File: src/rtl/vcap_pkg.sv
package vcap_pkg;

  typedef enum logic [1:0] {
    CAP_ACTIVE = 2'd0,
    CAP_VBLANK = 2'd1,
    CAP_FIELD  = 2'd2,
    CAP_NONE   = 2'd3
  } capMode_e;

  // strobes from control to datapath
  typedef struct packed {
    logic keepNew;   // tag the byte entering now as forwardable
    logic dropPre;   // strip timing reference bytes
    logic flush;     // clear every pending tag
  } dpCtrl_t;

  // decoded timing reference, valid with hit
  typedef struct packed {
    logic hit;
    logic fBit;
    logic vBit;
    logic hBit;
  } trsInfo_t;

  localparam int PRE_LEN = 3;   // fixed bytes before the status byte

endpackage

File: src/rtl/vcap_datapath.sv
module vcap_datapath
  import vcap_pkg::*;
#(
  parameter int DATA_W = 8
) (
  input  logic              clk,
  input  logic              rstN,
  input  logic              inValid,
  input  logic [DATA_W-1:0] inData,
  input  dpCtrl_t           ctl,
  output trsInfo_t          trs,
  output logic              outValid,
  output logic [DATA_W-1:0] outData
);

  localparam int HIST = PRE_LEN;
  localparam int OLD  = HIST - 1;
  localparam logic [DATA_W-1:0] ALL_ONE  = {DATA_W{1'b1}};
  localparam logic [DATA_W-1:0] ALL_ZERO = '0;

  // slot 0 is the newest stored byte, slot OLD the one leaving next
  logic [HIST-1:0][DATA_W-1:0] histData;
  logic [HIST-1:0]             histKeep;
  logic [HIST-1:0]             keepNxt;
  logic                        preMatch;
  logic                        stripNow;

  always_comb begin
    preMatch = (histData[OLD] == ALL_ONE);
    for (int k = 0; k < OLD; k++) begin
      preMatch = preMatch && (histData[k] == ALL_ZERO);
    end
  end

  assign trs.hit  = inValid && preMatch;
  assign trs.fBit = inData[DATA_W-2];
  assign trs.vBit = inData[DATA_W-3];
  assign trs.hBit = inData[DATA_W-4];

  assign stripNow = trs.hit && ctl.dropPre;

  generate
    for (genvar i = 0; i < HIST; i++) begin : gSlot
      if (i == 0) begin : gHead
        assign keepNxt[i] = ctl.keepNew && !stripNow;
      end else begin : gBody
        assign keepNxt[i] = histKeep[i-1] && !stripNow;
      end
    end
  endgenerate

  always_ff @(posedge clk or negedge rstN) begin
    if (!rstN) begin
      histData <= '0;
      histKeep <= '0;
      outValid <= 1'b0;
      outData  <= '0;
    end else begin
      outValid <= inValid && histKeep[OLD] && !ctl.flush && !stripNow;
      if (inValid) begin
        outData  <= histData[OLD];
        histData <= {histData[OLD-1:0], inData};
        histKeep <= keepNxt;
      end
      if (ctl.flush) begin
        histKeep <= '0;
      end
    end
  end

endmodule

File: src/rtl/vcap_ctrl.sv
module vcap_ctrl
  import vcap_pkg::*;
#(
  parameter int LINE_W = 11
) (
  input  logic              clk,
  input  logic              rstN,
  input  logic              enable,
  input  logic [1:0]        mode,
  input  logic [LINE_W-1:0] lineLimit,
  input  trsInfo_t          trs,
  output dpCtrl_t           ctl,
  output logic              frameDone
);

  capMode_e          modeSel;
  logic              synced;
  logic              prevF;
  logic              vFlag;
  logic              capturing;
  logic [LINE_W-1:0] lineCount;

  logic              fStart;
  logic              syncNext;
  logic              startLine;
  logic              exhaust;
  logic [LINE_W-1:0] countBase;
  logic              gate;

  assign modeSel = capMode_e'(mode);

  always_comb begin
    fStart    = trs.hit && !trs.fBit && prevF;
    countBase = fStart ? '0 : lineCount;
    syncNext  = synced || fStart;
    startLine = syncNext && !trs.hBit && !trs.vBit && (countBase < lineLimit);
    exhaust   = trs.hit && synced && capturing && trs.hBit
                && (lineCount == lineLimit);
    unique case (modeSel)
      CAP_ACTIVE: gate = capturing;
      CAP_VBLANK: gate = synced && vFlag;
      CAP_FIELD:  gate = synced;
      default:    gate = 1'b0;
    endcase
  end

  assign ctl.keepNew = enable && gate;
  assign ctl.dropPre = (modeSel != CAP_FIELD);
  assign ctl.flush   = !enable;

  always_ff @(posedge clk or negedge rstN) begin
    if (!rstN) begin
      synced    <= 1'b0;
      prevF     <= 1'b1;
      vFlag     <= 1'b0;
      capturing <= 1'b0;
      lineCount <= '0;
      frameDone <= 1'b0;
    end else if (!enable) begin
      synced    <= 1'b0;
      prevF     <= 1'b1;
      vFlag     <= 1'b0;
      capturing <= 1'b0;
      lineCount <= '0;
      frameDone <= 1'b0;
    end else begin
      frameDone <= fStart || exhaust;
      if (trs.hit) begin
        prevF <= trs.fBit;
        if (syncNext) begin
          synced    <= 1'b1;
          vFlag     <= trs.vBit;
          capturing <= startLine;
          lineCount <= startLine ? countBase + LINE_W'(1) : countBase;
        end
      end
    end
  end

endmodule

File: src/rtl/vcap_filter.sv
module vcap_filter
  import vcap_pkg::*;
#(
  parameter int DATA_W = 8,
  parameter int LINE_W = 11
) (
  input  logic              clk,
  input  logic              rstN,
  input  logic              enable,
  input  logic [1:0]        mode,
  input  logic [LINE_W-1:0] lineLimit,
  input  logic              inValid,
  input  logic [DATA_W-1:0] inData,
  output logic              outValid,
  output logic [DATA_W-1:0] outData,
  output logic              frameDone
);

  dpCtrl_t  ctl;
  trsInfo_t trs;

  vcap_ctrl #(.LINE_W(LINE_W)) u_ctrl (
    .clk(clk), .rstN(rstN), .enable(enable), .mode(mode),
    .lineLimit(lineLimit), .trs(trs), .ctl(ctl), .frameDone(frameDone)
  );

  vcap_datapath #(.DATA_W(DATA_W)) u_dp (
    .clk(clk), .rstN(rstN), .inValid(inValid), .inData(inData),
    .ctl(ctl), .trs(trs), .outValid(outValid), .outData(outData)
  );

endmodule

File: config.mk
export PLATFORM = sky130hd
export DESIGN_NAME = vcap_filter
export DESIGN_NICKNAME = d
export VERILOG_FILES = /design/src/rtl/vcap_pkg.sv /design/src/rtl/vcap_datapath.sv /design/src/rtl/vcap_ctrl.sv /design/src/rtl/vcap_filter.sv
export SDC_FILE = /design/constraint.sdc
export NUM_CORES = 1
export LEC_CHECK = 0
export BUFFER_PORTS_ARGS = -buffer_cell sky130_fd_sc_hd__clkbuf_2
export CAP_MARGIN = 10
export CORE_UTILIZATION = 53
export DETAILED_ROUTE_END_ITERATION = 10
export PLACE_DENSITY = 0.79
export SLEW_MARGIN = 20
export SYNTH_ARGS = -nofsm -noshare
export SYNTH_HDL_FRONTEND = slang
export SYNTH_SLANG_ARGS = --single-unit
File: constraint.sdc
create_clock -name clk -period 3.9 [get_ports clk]
set_clock_uncertainty 0.15 [all_clocks]
set_input_delay 0.78 -clock clk [delete_from_list [all_inputs] [get_ports clk]]
set_output_delay 0.78 -clock clk [all_outputs]
set_load 0.03 [all_outputs]
==> impl_metrics.json <==
{
  "outcome": "finished, final reports clean",
  "placedInstanceArea_um2": 3420,
  "final_cells": 413,
  "report.power.total_uw": 1250,
  "hold_viol": 0,
  "min-delay-path-class": "in2async",
  "data_arrival_time_of_the_critical_path_ps": 3860,
  "max_clock_freq_mhz": 261,
  "mean_instance_size_in_the_synthesized_netlist_um2": 11.0,
  "max_cap_violations": 0,
  "route.vias.total": 2495,
  "maximum_root_to_sink_buffer_count": 2,
  "p_int_uw": 899,
  "total_switching_power_uw": 356,
  "cts_tree": "yes",
  "cts.sinks": 52,
  "die_x_um": 77.5,
  "post-route-cell-area_um2": 3670,
  "category_of_the_most_critical_setup_path": "reg2reg",
  "fin_crit_ps": 3830,
  "yosysWarningCount": 0,
  "synth_area_leader_cell": "dfrtp_1",
  "drt-pass1-iter-count": 5,
  "cp_slowest_stage_delay_ps": 550,
  "grt_start_max_net_pins": 40,
  "htree_num_levels": 2,
  "antenna_found_initial": 0,
  "synthMostInstantiatedCell": "dfrtp_1",
  "synth_cell_types": 67,
  "syn-cell-area_um2": 3020,
  "routed_wire_length_per_instance_um": 17.3,
  "synthCells": 276,
  "post_cts_hold_buffer_count": 0,
  "syn_nets": 312,
  "worst_slew_pin_slew_ps": 471,
  "worst_ep_required_time_ps": 3920,
  "cellPowerDensity_nw_per_um2": 342,
  "setup_violations": 0,
  "hpwlAfterDp_um": 5120,
  "netlist_top_cells_area": "dfrtp_1, mux2_2, ha_1, xor2_1, and2_1",
  "cp_top_family": "simple AND/OR/NAND/NOR gates",
  "grtUsageMet2": 0.371,
  "portBuffers": 34,
  "finalWorstSetupSlack_ps": 65.8,
  "finish.net_count": 376,
  "groute.layer.met3.usage": 0.0435,
  "worst_skew_pair.late_latency_ps": 310,
  "clkSlewWorstSetupHoldPaths_ps": 90,
  "grt_most_used_layer": "met2",
  "num_antenna_cells": 0,
  "fin_tns_setup_ps": 0,
  "dp_worst_setup_slack_ps": -20.1,
  "fp.dieH_um": 77.5,
  "critPathMaxFanout": 4,
  "synth_seq_cells": 52,
  "io_pins": 35,
  "peakVddDrop_mv": 0.267,
  "seq_power_share": 0.509,
  "critical_path.cell_chain": "or4_4 > nor4_4 > nand4_1 > buf_2 > and2_1 > ha_1 > nand4_1 > a211oi_1 > a2111oi_2 > buf_4 > o21a_2 > nand3_2 > o41ai_1",
  "crit_path_end_kind": "flop",
  "finalCritPeriodShare": 0.983,
  "crit_path_start_kind": "flop",
  "gr-usage-all-layers": 0.248,
  "drcViolationCount": 0,
  "n_fill_cell": 400,
  "gpl.final_weighted_congestion": 0.894,
  "drive_above_1_share": 0.405,
  "max_slew_margin": 0.686,
  "synthFlopType": "dfrtp_1",
  "area_growth_pct": 21.4,
  "synth-edff-count": 0,
  "leakage_uw": 0.00163,
  "switching_share": 0.283,
  "timing.critical_path.mode_cell": "nand4_1",
  "final_max_slew_viol_count": 0,
  "die_area_um2": 6010,
  "yosysSeqAreaShare": 0.431,
  "floorplan.initialDensity": 0.549,
  "cts-root-buf": "clkbuf_8",
  "dp.cells": 402,
  "via_count_of_the_first_global_routing_pass": 2347,
  "power_frac_comb": 0.196,
  "timing.critical_path.buf_inv": 2,
  "first_pass_grt_wire_length_um": 11400,
  "async_s_r_ff_share_synth": 1.00,
  "finalWirelength_um": 7130,
  "fp.coreArea_um2": 5510,
  "drtAntennaViolNets": 0,
  "power.clock.fraction": 0.295,
  "globalRoute.totalOverflow": 0,
  "drtIter0Drc": 268,
  "grtUsageMet1": 0.358,
  "yosysTopAreaCellShare": 0.422,
  "via_per_inst": 6.04,
  "num_rows": 27,
  "list_of_most_frequent_post_synthesis_cells": "dfrtp_1, mux2_2, inv_1, nand2_1",
  "numCtsBuffers": 5,
  "critical_path.slowest_cell": "or4_4"
}
-- worst paths after layout --
path	from	endpoint	slack (ps)	depth (start not counted)
min in group clk	u_dp.histKeep[2]$_DFFE_PN0P_	u_dp.outValid$_DFF_PN0_	340	1
worst max register to register	u_dp.histData[2]$_DFFE_PN0P_	u_ctrl.lineCount[7]$_DFFE_PN0P_	70	13
worst min-delay path	rstN	u_dp.outData[3]$_DFFE_PN0P_	200	1
worst min register to register	u_dp.histKeep[2]$_DFFE_PN0P_	u_dp.outValid$_DFF_PN0_	340	1
max in group asynchronous	rstN	u_ctrl.prevF$_DFFE_PN1P_	2590	2
worst max-delay path	u_dp.histData[2]$_DFFE_PN0P_	u_ctrl.lineCount[7]$_DFFE_PN0P_	70	13
-- layout make-up --
class	instances	area (µm²)	share of cell area
Clock buffer	5	68.8	0.0187
Clock inverter	3	42.5	0.0116
Inverter	18	81.3	0.0222
Multi-Input combinational cell	197	1670	0.456
Sequential cell	52	1300	0.355
Tap cell	72	90.1	0.0245
Timing Repair Buffer	66	412	0.112
-- layer usage --
layer	part of all wire	routed length, µm
met2	0.46	3250
met5	0	0
met4	0.024	174
met3	0.055	392
met1	0.46	3310
-- per-stage QoR --
| step | util | hold slack, ps |
|---|---|---|
| floorplan | - | 304 |
| finish | 0.667 | 200 |
| global placement | 0.622 | 318 |
| global route | 0.667 | 214 |
| CTS | 0.645 | 204 |
| detailed placement | 0.622 | 316 |
-- sequential cells by signal (all words and copies together), names as in the netlist --
signal	count
u_ctrl.capturing	1
u_ctrl.frameDone	1
u_ctrl.lineCount	11
u_ctrl.prevF	1
u_ctrl.synced	1
u_ctrl.vFlag	1
u_dp.histData	24
u_dp.histKeep	3
u_dp.outData	8
u_dp.outValid	1
-- cells by family (layout without fill, tap and decap cells) --
logic type	count (synthesis)	in the layout	synth area share
compound gates	48	48	0.123
simple gates	94	94	0.194
flops	52	52	0.431
xor+xnor	11	11	0.0319
fa+ha+maj	11	11	0.0455
buf+inv	27	92	0.0530
mux	33	33	0.122
-- power groups by stage --
stage / clock (µW) / sequential (µW) / combinational, µW
2_1_floorplan: 0 / 679 / 101
3_3_place_gp: 0 / 645 / 233
3_5_place_dp: 0 / 649 / 239
4_1_cts: 376 / 638 / 241
5_1_grt: 397 / 647 / 263
6_report: 371 / 639 / 245
-- timing repair --
action / in CTS / in global routing
endpoints found under the hold margin: 0 / 0
setup endpoints to repair: 1 / 9
pin swaps: 2 / 13
buffers inserted: 0 / 2
gates resized for setup: 3 / 15
gates cloned: 0 / 1
-- placed cells by master (no fill, tap or decap), types with 2 or more instances in the layout --
cell | netlist | layout
nand4_1 | 9 | 9
nor2_2 | 2 | 2
nor4b_1 | 3 | 3
o22ai_1 | 3 | 3
o221ai_1 | 2 | 2
and3_2 | 2 | 2
a22o_1 | 4 | 4
ha_1 | 11 | 6
o31a_1 | 2 | 2
or4_1 | 3 | 2
a21oi_1 | 6 | 5
inv_1 | 17 | 17
nor4bb_1 | 2 | 2
clkbuf_8 | 1 | 5
dfrtp_1 | 51 | 51
ha_4 | 0 | 5
nand3_1 | 7 | 7
and2_1 | 11 | 10
nand2_2 | 2 | 2
o21ai_1 | 3 | 6
xor2_1 | 11 | 11
o31ai_1 | 2 | 2
or4_4 | 1 | 2
nor2_1 | 9 | 9
nor3_1 | 6 | 5
o41ai_1 | 2 | 2
nor4_1 | 3 | 3
clkbuf_2 | 0 | 34
buf_4 | 0 | 30
a31oi_1 | 2 | 2
o211ai_1 | 2 | 2
mux2_2 | 31 | 31
o21ai_0 | 5 | 2
nand2_1 | 17 | 17
nor2b_1 | 2 | 2
mux2i_1 | 2 | 2
a211oi_2 | 0 | 2
No activity file was read; power rests on OpenSTA's default activity.
